$ cat src/rtl/ofc_pkg.sv
package ofc_pkg;
  localparam int unsigned FLG_OVF = 11;
  localparam int unsigned FLG_CRY = 0;
  localparam int unsigned FLG_PAR = 2;
  localparam int unsigned FLG_AUX = 4;
  localparam int unsigned FLG_ZER = 6;
  localparam int unsigned FLG_SGN = 7;

  localparam logic [7:0] BYTE_LOCK = 8'hF0;
  localparam logic [7:0] BYTE_MAND = 8'hF3;
  localparam logic [7:0] BYTE_ESC0 = 8'h0F;
  localparam logic [7:0] BYTE_ESC1 = 8'h38;
  localparam logic [7:0] BYTE_OPC  = 8'hF6;
  localparam logic [3:0] WPFX_HI   = 4'h4;
  localparam logic [1:0] MOD_REG   = 2'b11;

  typedef struct packed {
    logic legal;
    logic lock;
    logic wide;
  } dec_t;
endpackage

$ cat src/rtl/ofc_decode.sv
module ofc_decode
  import ofc_pkg::*;
#(
  parameter int unsigned NB = 8
) (
  input  logic [NB*8-1:0] op_bytes,
  output dec_t            dec
);
  localparam int unsigned IW = $clog2(NB);

  logic [7:0] byt [NB];

  genvar gi;
  generate
    for (gi = 0; gi < NB; gi++) begin : g_split
      assign byt[gi] = op_bytes[gi*8 +: 8];
    end
  endgenerate

  logic [IW-1:0] p_idx;
  logic [IW-1:0] q_idx;
  logic          has_lock;
  logic          has_wpfx;
  logic          seq_ok;

  always_comb begin
    has_lock = (byt[0] == BYTE_LOCK);
    p_idx    = has_lock ? IW'(1) : IW'(0);
    has_wpfx = (byt[p_idx + IW'(1)][7:4] == WPFX_HI);
    q_idx    = p_idx + IW'(1) + (has_wpfx ? IW'(1) : IW'(0));
    seq_ok   = (byt[p_idx] == BYTE_MAND)
             && (byt[q_idx] == BYTE_ESC0)
             && (byt[q_idx + IW'(1)] == BYTE_ESC1)
             && (byt[q_idx + IW'(2)] == BYTE_OPC)
             && (byt[q_idx + IW'(3)][7:6] == MOD_REG);
    dec.legal = seq_ok;
    dec.lock  = has_lock;
    dec.wide  = has_wpfx && byt[p_idx + IW'(1)][3];
  end
endmodule

$ cat src/rtl/ofc_adder.sv
module ofc_adder #(
  parameter int unsigned XLEN = 64
) (
  input  logic [XLEN-1:0] a,
  input  logic [XLEN-1:0] b,
  input  logic            cin,
  input  logic            wide,
  output logic [XLEN-1:0] sum,
  output logic            cout
);
  localparam int unsigned HW = XLEN / 2;

  logic [HW:0] lo_sum;
  logic [HW:0] hi_sum;

  always_comb begin
    lo_sum = {1'b0, a[HW-1:0]} + {1'b0, b[HW-1:0]} + {{HW{1'b0}}, cin};
    hi_sum = {1'b0, a[XLEN-1:HW]} + {1'b0, b[XLEN-1:HW]} + {{HW{1'b0}}, lo_sum[HW]};
    if (wide) begin
      sum  = {hi_sum[HW-1:0], lo_sum[HW-1:0]};
      cout = hi_sum[HW];
    end else begin
      sum  = {{HW{1'b0}}, lo_sum[HW-1:0]};
      cout = lo_sum[HW];
    end
  end
endmodule

$ cat src/rtl/ofc_add_unit.sv
module ofc_add_unit
  import ofc_pkg::*;
#(
  parameter int unsigned XLEN    = 64,
  parameter int unsigned FLAGS_W = 32,
  parameter int unsigned NB      = 8
) (
  input  logic               clk,
  input  logic               rst_n,
  input  logic               in_valid,
  input  logic [NB*8-1:0]    op_bytes,
  input  logic               feat_en,
  input  logic [XLEN-1:0]    dest_in,
  input  logic [XLEN-1:0]    src_in,
  input  logic [FLAGS_W-1:0] flags_in,
  output logic               out_valid,
  output logic [XLEN-1:0]    result,
  output logic [FLAGS_W-1:0] flags_out,
  output logic               fault_ud
);
  logic [1:0] rst_pipe;
  logic       rst_ok;

  always_ff @(posedge clk or negedge rst_n) begin
    if (!rst_n) rst_pipe <= 2'b00;
    else        rst_pipe <= {rst_pipe[0], 1'b1};
  end
  assign rst_ok = rst_pipe[1];

  dec_t dec;
  logic is_wide;
  logic is_lock;

  ofc_decode #(.NB(NB)) u_dec (
    .op_bytes (op_bytes),
    .dec      (dec)
  );
  assign is_wide = dec.wide;
  assign is_lock = dec.lock;

  logic [XLEN-1:0] add_sum;
  logic            add_cout;

  ofc_adder #(.XLEN(XLEN)) u_add (
    .a    (dest_in),
    .b    (src_in),
    .cin  (flags_in[FLG_OVF]),
    .wide (is_wide),
    .sum  (add_sum),
    .cout (add_cout)
  );

  logic               ud_now;
  logic [XLEN-1:0]    res_d;
  logic [FLAGS_W-1:0] flg_d;
  logic               vld_d;
  logic               flt_d;

  always_comb begin
    ud_now = !dec.legal || dec.lock || !feat_en;
    vld_d  = in_valid;
    flt_d  = in_valid && ud_now;
    res_d  = dest_in;
    flg_d  = flags_in;
    if (!ud_now) begin
      res_d          = add_sum;
      flg_d[FLG_OVF] = add_cout;
    end
  end

  always_ff @(posedge clk or negedge rst_ok) begin
    if (!rst_ok) begin
      out_valid <= 1'b0;
      fault_ud  <= 1'b0;
      result    <= '0;
      flags_out <= '0;
    end else begin
      out_valid <= vld_d;
      fault_ud  <= flt_d;
      if (in_valid) begin
        result    <= res_d;
        flags_out <= flg_d;
      end
    end
  end
endmodule

$ cat config.mk
export PLATFORM = sky130hd
export DESIGN_NAME = ofc_add_unit
export DESIGN_NICKNAME = d
export VERILOG_FILES = /design/src/rtl/ofc_pkg.sv /design/src/rtl/ofc_decode.sv /design/src/rtl/ofc_adder.sv /design/src/rtl/ofc_add_unit.sv
export SDC_FILE = /design/constraint.sdc
export NUM_CORES = 1
export LEC_CHECK = 0
export CAP_MARGIN = 30
export CORE_AREA = 2 2 128 130
export DETAILED_ROUTE_END_ITERATION = 7
export DIE_AREA = 0 0 130 132
export DONT_BUFFER_PORTS = 1
export PLACE_DENSITY_LB_ADDON = 0.1
export SYNTH_ARGS = -nofsm -noshare
export SYNTH_HDL_FRONTEND = slang
export SYNTH_HIERARCHICAL = 1
export SYNTH_SLANG_ARGS = --single-unit
$ cat constraint.sdc
create_clock -name clk -period 3.6 [get_ports clk]
set_input_delay 0.72 -clock clk [delete_from_list [all_inputs] [get_ports clk]]
set_output_delay 0.72 -clock clk [all_outputs]
set_load 0.03 [all_outputs]
Yosys cells after proc, flatten, opt, wreduce, memory -nomap -nowiden
Index checks and enable logic that the tools add are counted.
{"block": "word_totals", "register_bits": 100, "in_bits": 228, "output_inout_bits": 98, "wordCells": 67}
{"block": "op_classes", "addsub": 9, "order_cmp": 6, "n_eq_ne": 7, "n_mux": 24, "bitwise_logic": 6, "reduce_logical": 10}
{"op": "8-bit binary-select mux with 3-bit select", "n": 6}
{"op": "64-bit 2-to-1 mux", "n": 2}
{"op": "8-bit 2-to-1 mux", "n": 12}
{"op": "32-bit by 32-bit adder with 33-bit output", "n": 2}
{"op": "33-bit by 1-bit adder with 33-bit output", "n": 2}
{"op": "8-bit equality test (second input constant)", "n": 3}
{"op": "4-bit >= comparator (second input constant)", "n": 6}
{"op": "3-bit NOT with 4-bit output", "n": 6}
{"op": "8-bit by 4-bit equality test with 1-bit output (second input constant)", "n": 1}
{"op": "8-bit by 6-bit equality test with 1-bit output (second input constant)", "n": 1}
{"op": "3-bit by 1-bit adder with 3-bit output (second input constant)", "n": 2}
{"op": "3-bit by 2-bit adder with 3-bit output (second input constant)", "n": 2}
{"op": "1-bit logical AND", "n": 6}
{"op": "4-bit by 3-bit equality test with 1-bit output (second input constant)", "n": 1}
{"op": "1-bit 2-to-1 mux", "n": 4}
{"op": "3-bit adder", "n": 1}
{"op": "2-bit equality test (second input constant)", "n": 1}
{"op": "1-bit logical NOT", "n": 2}
{"op": "1-bit logical OR", "n": 2}

Logic depth before layout (Yosys ltp)
Gate-level depths: netlist of run 1.
{"block": "logic_depth", "word_depth": 23, "mapped_depth": 24, "ltp_nobuf": 24}

Cells and area by module
The synthesis of run 1 kept the hierarchy.
{"module": "ofc_add_unit", "instances": 1, "cells_per_inst": 427, "area_per_inst_um2": 4206.5, "seq_area_each_um2": 2502.4}
{"module": "ofc_adder", "instances": 1, "cells_per_inst": 535, "area_per_inst_um2": 3747.3, "seq_area_each_um2": 0.0}
{"module": "ofc_decode", "instances": 1, "cells_per_inst": 143, "area_per_inst_um2": 943.4, "seq_area_each_um2": 0.0}

Worst setup path after synthesis of run 1
Ideal clock, no wire load.
{"block": "synth_timing", "kind": "input-to-reg", "from": "in dest_in[0]", "to": "reg result[62]", "setup_time_ns": 0.082, "arrival_time_ns": 5.171, "required_time_ns": 3.518, "path_slack_ns": -1.653, "cell_stages": 24, "path_buffers": 0, "cell_sequence": "inv_1 fa_1 inv_1 fa_1 a21oi_1 o211ai_1 nand4_1 nand2_1 a41oi_2 nor4bb_1 o41ai_2 nand2b_1 fa_1 fa_1 a211oi_1 o21ai_1 o221ai_1 a21oi_1 a41o_1 a211oi_1 xnor2_1 and2_1 nand2_1 a31oi_1"}
{"block": "synth_via", "elab_chain_cells": 5}
{"element": "start, declared", "line": "ofc_add_unit.sv:13", "source": "input logic [XLEN-1:0] dest_in,"}
{"element": "32-bit by 32-bit adder with 33-bit output", "line": "ofc_adder.sv:17", "source": "lo_sum = {1'b0, a[HW-1:0]} + {1'b0, b[HW-1:0]} + {{HW{1'b0}}, cin};"}
{"element": "33-bit by 1-bit adder with 33-bit output", "line": "ofc_adder.sv:17"}
{"element": "33-bit by 1-bit adder with 33-bit output", "line": "ofc_adder.sv:18", "source": "hi_sum = {1'b0, a[XLEN-1:HW]} + {1'b0, b[XLEN-1:HW]} + {{HW{1'b0}}, lo_sum[HW]};"}
{"element": "64-bit 2-to-1 mux", "line": "ofc_adder.sv:19", "source": "if (wide) begin"}
{"element": "net add_sum[62]", "line": "ofc_add_unit.sv:41", "source": "logic [XLEN-1:0] add_sum;"}
{"element": "64-bit 2-to-1 mux", "line": "ofc_add_unit.sv:65", "source": "if (!ud_now) begin"}
{"element": "end signal, assigned", "line": "ofc_add_unit.sv:81", "source": "result <= res_d;"}
{"element": "end, declared", "line": "ofc_add_unit.sv:17", "source": "output logic [XLEN-1:0] result,"}
The timed path passes the listed nets, and every way through them passes these cells.
A chain may end at the register's enable or synchronous reset.

Final worst setup path of run 1
{"block": "layout_timing", "from": "in flags_in[11]", "to": "reg result[50]"}
{"block": "layout_via", "elab_chain_cells": 4}
{"element": "start, declared", "line": "ofc_add_unit.sv:15", "source": "input logic [FLAGS_W-1:0] flags_in,"}
{"element": "33-bit by 1-bit adder with 33-bit output", "line": "ofc_adder.sv:17"}
{"element": "33-bit by 1-bit adder with 33-bit output", "line": "ofc_adder.sv:18"}
{"element": "64-bit 2-to-1 mux", "line": "ofc_adder.sv:19"}
{"element": "net add_sum[50]", "line": "ofc_add_unit.sv:41"}
{"element": "64-bit 2-to-1 mux", "line": "ofc_add_unit.sv:65"}
The timed path passes the listed nets, and every way through them passes these cells.

==> results.yml, run 1 <==
layout:
  finish.instance_area_um2: 10900
  fin_nets: 1489
  layout-drive-gt1-share_pct: 25.4
  syn_to_final_growth_pct: 22.2
  final_cells: 1414
  final_util_pct: 69.2
  n_antenna_cell: 0
critical_path:
  arrival_ns: 4.81
  path_class: "input pin to register"
  start_kind: "input pin"
  path_common_cell: "fa_2"
  slowest_delay_ns: 0.39
  r2r-start: "rst_pipe[1]$_DFF_PN0_"
  critPathRequiredTime_ns: 3.85
  ff2ff_path_depth: 1
  r2r-end: "result[24]$_DFFE_PN0P_"
  rrSetupSlack_ns: 2.43
  path_max_fanout: 3
  startpoint: "flags_in[11]"
  cpMaxStageDelayCell: "fa_2"
  setup.worst_path.end_class: "register"
timing:
  worstMarginPinSlew_ns: 0.657
  finalHoldViolCount: 0
  rsz0062_at_grt: "yes"
  fin_crit_ns: 4.55
  slew_headroom_pct: 56.1
  max_freq_mhz: 220
  clock_skew_ns: 0.00774
  slew_viol_final: 0
  finalSetupViolations: 64
  fin_crit_sh_pct: 126
  worst_slack_ns: -0.952
die:
  core_um2: 15700
  dieArea_um2: 17200
  die_h_um: 132
  dieWidth_um: 130
  fp-row-count: 46
  io_pins: 326
  initial_utilization_pct: 56.6
synthesis:
  ys_types: 86
  synth_cells: 1105
  synth_edf_count: 0
  synth.avg_cell_area_um2: 8.05
  synth_area_um2: 8900
  synth_top_flop_cell: "dfrtp_1"
  yosysWarnings: 6
  ys_ff_latch: 100
  syn_nets: 1401
  async_flop_share_pct: 100
  ys_seq_area_share_pct: 28.1
detailed_routing:
  via_per_inst: 6.09
  final_antenna_net_count: 0
  dr.pass1.iters: 5
  drt_first_iter_violations: 659
  wl_um: 27100
  route.detailed.drc: 0
  avgRoutedWirePerCell_um: 19.1
  vias: 8612
grt:
  grt_pass1_vias: 8254
  antenna_found_initial: 0
  grt_usage_pct: 29.3
  grt-ovfl-total: 0
  grt_max_degree: 164
  grt_pass1_wl_um: 40700
clocking:
  h-tree-depth: 3
  clk_latency_ns: 0.36
  cts_made_buffers: 9
  cts_sinks: 100
  tritoncts: "yes"
  path_clk_slew_ns: 0.08
  hold_buffers: 0
  clock_path_buffers: 2
  clockRootBuffer: "clkbuf_16"
place:
  place_area_um2: 9780
  place_ws_ns: -1.40
  port_buffers: 0
  gp_congestion: 0.902
  place_hpwl_um: 20100
  placed_cells: 1373
power_and_ir_drop:
  ir_worst_vdd_uv: 304
  power_density_nw_per_um2: 335
  p_leak_nw: 4.80
status:
  violations: "setup timing"
  status: "finished, violations left"
worst_hold_path:
  hold_class: "input pin to asynchronous set/reset pin"
run:
  drv_cap: 0
cell usage in the layout (no fill, tap or decap), types with 27 or more instances in the layout:
cell	count
a21oi_1	60
a31oi_1	71
and2_1	27
buf_4	112
dfrtp_1	99
ha_1	62
mux2_2	31
nand2_1	156
nor2_1	116
o21ai_0	37
state kept, by name (all words and copies together), names as in the netlist:
| name | count |
|---|---|
| fault_ud | 1 |
| result | 64 |
| rst_pipe | 2 |
| out_valid | 1 |
| flags_out | 32 |
cell families (layout without fill, tap and decap cells):
logic type,Yosys count,count (layout),synth area share (%)
xor+xnor,51,51,5.02
buf+inv,80,173,4.88
compound gates,299,299,22.3
other cells,1,1,0.0421
flops,100,100,28.1
fa+ha+maj,68,68,9.90
simple gates,471,471,25.2
mux,35,35,4.51
critical path, delay by kind of cell:
kind,cells,cell delay (ns)
compound gates,9,1.35
fa+ha+maj,4,1.29
simple gates,8,1.07
buf+inv,4,0.37
metrics by stage:
stage / TNS [ns] / power (mW) / hold slack (ns)
2_1_floorplan: -31.17 / 2.24 / 0.331
3_3_place_gp: -41.47 / 2.49 / 0.334
3_5_place_dp: -45.87 / 2.51 / 0.339
4_1_cts: -18.89 / 3.58 / 0.0274
5_1_grt: -34.77 / 3.85 / 0.0222
6_report: -22.03 / 3.64 / 0.0407
synthesized netlist by cell type (8+ instances only):
library cell | n | share of area [%]
nand2_1 | 194 | 8.2
nor2_1 | 118 | 5.0
dfrtp_1 | 100 | 28
a31oi_1 | 73 | 5.1
a21oi_1 | 67 | 3.8
ha_1 | 64 | 9.0
o21ai_0 | 48 | 2.7
mux2_2 | 31 | 3.9
and2_1 | 29 | 2.0
xnor2_1 | 27 | 2.7
nand3_1 | 25 | 1.4
xor2_1 | 24 | 2.4
clkbuf_1 | 22 | 0.93
inv_1 | 22 | 0.93
a21o_1 | 20 | 1.7
buf_2 | 16 | 0.90
nand4_1 | 14 | 0.98
nor3_1 | 13 | 0.73
and3_1 | 11 | 0.77
o211ai_1 | 11 | 0.93
buf_4 | 10 | 0.84
o21a_1 | 9 | 0.76
buf_6 | 8 | 1.0
area by class of cell:
cell class / instances / area, um2
Multi-Input combinational cell: 925 / 6450
Fill cell: 1334 / 4840
Sequential cell: 100 / 2510
Timing Repair Buffer: 134 / 1200
Tap cell: 216 / 270
Clock buffer: 9 / 225
Inverter: 23 / 128
Clock inverter: 7 / 88.8
routing by layer:
layer	routed length, um	part of all wire (%)	track usage, %
met1	10700	39	35.4
met5	0	0	0
met2	13100	49	49.1
met4	1000	3.7	12.8
met3	2280	8.4	7.47
worst max path at each step:
stage	end	slack (ns)
CTS	result[62]$_DFFE_PN0P_	-0.94
global route	result[60]$_DFFE_PN0P_	-1.22
finish	result[50]$_DFFE_PN0P_	-0.95
global placement	result[62]$_DFFE_PN0P_	-1.30
detailed placement	result[62]$_DFFE_PN0P_	-1.40
floorplan	result[62]$_DFFE_PN0P_	-1.14
where the power goes:
| part | total [mW] | internal, mW | leakage (nW) | switching [mW] |
|---|---|---|---|---|
| sequential | 1.52 | 1.22 | 1.13 | 0.302 |
| combinational | 1.09 | 0.531 | 3.51 | 0.561 |
| clock | 1.03 | 0.505 | 0.153 | 0.521 |
| total | 3.64 | 2.26 | 4.80 | 1.38 |
timing repair:
item                       CTS  global route
buffers inserted            11            14
setup endpoints to repair   65            66
pin swaps                   31            88
gates resized for setup     25            99
cloned                       0             8
Power figures use the tool's default switching activity.
==> run 2, diff against run 1 <==
HOLD_SLACK_MARGIN = 0.08   (was unset)
==> results.yml, run 2 (same netlist as run 1, synthesis figures left out) <==
critical_path:
  path_max_fanout: 3
  path_common_cell: "fa_2"
  slowest_delay_ns: 0.39
  r2r-start: "rst_pipe[1]$_DFF_PN0_"
  arrival_ns: 4.80
  startpoint: "dest_in[0]"
  path_class: "input pin to register"
  cpMaxStageDelayCell: "fa_2"
  critPathRequiredTime_ns: 3.86
  start_kind: "input pin"
  setup.worst_path.end_class: "register"
die:
  io_pins: 326
  dieWidth_um: 130
  dieArea_um2: 17200
  die_h_um: 132
  core_um2: 15700
  fp-row-count: 46
  initial_utilization_pct: 56.6
grt:
  grt-ovfl-total: 0
  antenna_found_initial: 0
  grt_max_degree: 164
  grt_pass1_vias: 8260
  grt_pass1_wl_um: 40700
  grt_usage_pct: 29.3
layout:
  final_cell_mix: "nand2_1 (156), nor2_1 (116), buf_4 (112), dfrtp_1 (99), a31oi_1 (71)"
  reg.largest.list: "result: 64 flops, flags_out: 32 flops, rst_pipe: 2 flops"
  n_antenna_cell: 0
  fin_nets: 1490
  largest_register: "result"
  layout-drive-gt1-share_pct: 25.4
  final_common_cell: "nand2_1"
  syn_to_final_growth_pct: 22.3
  largest_reg_flops: 64
  fill_cells: 1333
  final_util_pct: 69.2
detailed_routing:
  drt_first_iter_violations: 606
  vias: 8621
  via_per_inst: 6.09
  final_antenna_net_count: 0
  avgRoutedWirePerCell_um: 19.1
  wl_um: 27000
  dr.pass1.iters: 5
  route.detailed.drc: 0
power_and_ir_drop:
  ir_worst_vdd_uv: 303
  total_power_mw: 3.64
  p_leak_nw: 4.80
  power_density_nw_per_um2: 335
timing:
  fin_crit_sh_pct: 126
  slew_viol_final: 0
  worst_slack_ns: -0.941
  finalSetupViolations: 64
  slew_headroom_pct: 56.2
  clock_skew_ns: 0.00724
  fin_crit_ns: 4.54
  rsz0062_at_grt: "yes"
  worstMarginPinSlew_ns: 0.656
  finalHoldViolCount: 0
  max_freq_mhz: 220
place:
  port_buffers: 0
  place_hpwl_um: 20100
  gp_congestion: 0.902
run:
  drv_cap: 0
clocking:
  cts_sinks: 100
  clock_path_buffers: 2
  clockRootBuffer: "clkbuf_16"
  clk_latency_ns: 0.36
  path_clk_slew_ns: 0.09
  cts_made_buffers: 9
  h-tree-depth: 3
  tritoncts: "yes"
worst_hold_path:
  hold_class: "register to asynchronous set/reset pin"
status:
  status: "finished, violations left"
  violations: "setup timing"
## run 2: timing repair
action                     4_1_cts  5_1_grt
gates resized for setup         25       99
hold buffers                     1        0
pin swaps                       31       88
setup buffers                   11       14
gates cloned                     0        8
hold endpoints to repair         2        0
setup endpoints to repair       65       66
## run 2: stage by stage
stage / setup TNS [ns] / setup slack [ns] / area, um2 / cells / hold WS, ns
2_1_floorplan: -31.17 / -1.14 / 9010 / 1105 / 0.331
3_3_place_gp: -41.47 / -1.30 / 9780 / 1373 / 0.334
3_5_place_dp: -45.87 / -1.40 / 9780 / 1373 / 0.339
4_1_cts: -18.89 / -0.937 / 10300 / 1398 / 0.362
5_1_grt: -34.77 / -1.22 / 10900 / 1415 / 0.373
6_report: -21.51 / -0.941 / 10900 / 1415 / 0.325
## run 2: worst paths after layout
kind	slack, ns	end	cells past startpoint
max reg2reg	2.43	result[24]$_DFFE_PN0P_	1
min reg2reg	0.33	result[39]$_DFFE_PN0P_	0
max	-0.94	result[50]$_DFFE_PN0P_	25
min	0.33	result[39]$_DFFE_PN0P_	0
min in group clk	0.36	rst_pipe[1]$_DFF_PN0_	0
max in group asynchronous	2.43	result[24]$_DFFE_PN0P_	1
## run 2: power by group
group	switching (mW)	leakage, nW	internal [mW]
clock	0.522	0.153	0.505
sequential	0.302	1.13	1.22
combinational	0.561	3.52	0.532
total	1.39	4.80	2.26
## run 2: area by class of cell
cell class	count	area, um2	share of cell area, %
Sequential cell	100	2510	23.0
Timing Repair Buffer	135	1210	11.1
Tap cell	216	270	2.48
Clock inverter	7	88.8	0.817
Clock buffer	9	225	2.07
Inverter	23	128	1.17
Multi-Input combinational cell	925	6450	59.3
## run 2: critical path, delay by kind of cell
family / cells / cell delay, ns
compound gates: 9 / 1.35
fa+ha+maj: 4 / 1.30
buf+inv: 4 / 0.36
simple gates: 8 / 1.07
## run 2: per-layer routing
metal  up-vias  part of all wire, %  GRT usage (%)
met5         -                    0              0
met4         0                  3.8           12.8
met3        53                  8.2           7.39
met2       387                   49           49.1
met1      4007                   39           35.4
li1       4174                    -              -
==> run 3, diff against run 2 <==
CORE_AREA = unset   (was 2 2 128 130)
CORE_MARGIN = 5   (was unset)
CORE_UTILIZATION = 65   (was unset)
DIE_AREA = unset   (was 0 0 130 132)
==> results.yml, run 3 (same netlist as run 1, synthesis figures left out) <==
detailed_routing:
  wl_um: 31000
  drt_first_iter_violations: 891
  route.detailed.drc: 0
  final_antenna_net_count: 0
  dr.pass1.iters: 6
  vias: 9221
  via_per_inst: 6.67
  avgRoutedWirePerCell_um: 22.4
clocking:
  clockRootBuffer: "clkbuf_16"
  cts_made_buffers: 9
  clk_latency_ns: 0.35
  cts_sinks: 100
  h-tree-depth: 3
  tritoncts: "yes"
  path_clk_slew_ns: 0.08
  clock_path_buffers: 2
run:
  drv_cap: 0
critical_path:
  setup.worst_path.end_class: "register"
  critPathRequiredTime_ns: 3.89
  cpMaxStageDelayCell: "fa_2"
  path_common_cell: "fa_2"
  critPathTopFamily: "compound AO/OA/AOI/OAI gates"
  r2r-start: "rst_pipe[1]$_DFF_PN0_"
  crit_chain: "inv_4 > fa_2 > inv_2 > fa_2 > a21oi_2 > o211ai_1 > nand4_1 > nand2_2 > a41oi_2 > nor4bb_2 > o41ai_2 > nand2b_1 > fa_2 > fa_2 > a211oi_2 > o21ai_2 > o22ai_1 > o2111ai_1 > o211ai_1 > buf_4 > xnor2_1 > and2_1 > nand2_1 > a31oi_1"
  startpoint: "flags_in[11]"
  start_kind: "input pin"
  worst-path-buf-inv: 3
  slowest_delay_ns: 0.38
  path_max_fanout: 3
  arrival_ns: 4.92
  path_class: "input pin to register"
timing:
  slew_viol_final: 0
  max_freq_mhz: 216
  slew_headroom_pct: 57.5
  fin_crit_ns: 4.63
  rsz0062_at_grt: "yes"
  worstMarginPinSlew_ns: 0.631
  finalHoldViolCount: 0
  finalSetupViolations: 65
  fin_crit_sh_pct: 129
  clock_skew_ns: 0.0107
  worst_slack_ns: -1.03
die:
  io_pins: 326
  dieWidth_um: 127
  dieArea_um2: 16100
  fp-row-count: 42
  core_um2: 13300
  die_h_um: 127
  initial_utilization_pct: 66.7
layout:
  layout-drive-gt1-share_pct: 25.6
  n_antenna_cell: 0
  largest_register: "result"
  finish.instance_area_um2: 10900
  fin_nets: 1497
  multi_input_area_um2: 6470
  seqCellArea_um2: 2510
  final_common_cell: "nand2_1"
  final_cell_mix: "nand2_1 (159), buf_4 (119), nor2_1 (116), dfrtp_1 (99), a31oi_1 (68)"
  fill_cells: 854
  syn_to_final_growth_pct: 23.0
  largest_reg_flops: 64
  reg.largest.list: "result: 64 flops, flags_out: 32 flops, rst_pipe: 2 flops"
status:
  violations: "setup timing"
  status: "finished, violations left"
place:
  place_ws_ns: -1.35
  place_area_um2: 9790
  gp_congestion: 0.929
  place_hpwl_um: 22100
  port_buffers: 0
grt:
  grt_usage_pct: 34.9
  grt-ovfl-total: 0
  grt_pass1_wl_um: 45600
  grt_max_degree: 164
  grt_pass1_vias: 8977
  antenna_found_initial: 0
worst_hold_path:
  hold_class: "register to asynchronous set/reset pin"
power_and_ir_drop:
  total_power_mw: 3.68
  p_leak_nw: 4.86
  ir_worst_vdd_uv: 222
  power_density_nw_per_um2: 336
-- run 3: cell count changes in the layout (fill, tap and decap cells not counted), moves of 2 or more --
cell and change:
a31oi_1 -3, a31oi_4 +3, buf_4 +7, buf_6 -4, nand2_1 +3, nand2_2 -5
nand2_4 +2, nor3_2 +3, nor3_4 -3, nor4_2 -2
-- run 3: through the flow --
stage | hold WS [ns] | instances | utilization [%] | TNS [ns]
after CTS | 0.161 | 1364 | 77.1 | -18.73
after global placement | 0.335 | 1339 | 73.1 | -40.07
after floorplan | 0.331 | 1105 | - | -31.17
after detailed placement | 0.162 | 1340 | 73.3 | -43.83
after global routing | 0.181 | 1382 | 82.0 | -35.95
final | 0.164 | 1382 | 82.0 | -25.90
-- run 3: path summary, 6_finish.rpt --
path,to,slack (ns),depth (start not counted)
max,result[56]$_DFFE_PN0P_,-1.03,24
min,flags_out[3]$_DFFE_PN0P_,0.16,0
max reg2reg,result[57]$_DFFE_PN0P_,2.50,2
min reg2reg,flags_out[3]$_DFFE_PN0P_,0.16,0
max in group asynchronous,result[57]$_DFFE_PN0P_,2.50,2
min in group clk,rst_pipe[1]$_DFF_PN0_,0.35,0
-- run 3: power breakdown --
group / internal, mW / switching, mW
sequential: 1.22 / 0.302
clock: 0.502 / 0.524
combinational: 0.529 / 0.598
total: 2.25 / 1.42
-- run 3: per-layer routing --
metal,global-route usage [%],share of wire (%),vias to the layer above
met3,9.31,10,116
met1,39.9,35,4336
met5,0,0,-
li1,-,-,4190
met2,61.7,50,579
met4,14.4,4.7,0
-- run 3: final cells by class --
cell class / instances / area share [%]
sequential: 100 / 22.9
multi-input combinational: 925 / 59.1
tap: 176 / 2.01
timing repair buffer: 142 / 11.9
clock inverter: 7 / 0.812
clock buffer: 9 / 2.06
inverter: 23 / 1.17
-- run 3: repair_timing --
item,4_1_cts,5_1_grt
buffers inserted,6,10
setup endpoints to repair,44,66
gates cloned,1,8
endpoints found under the hold margin,2,0
hold buffers,1,0
pin swaps,31,69
gates resized for setup,26,93
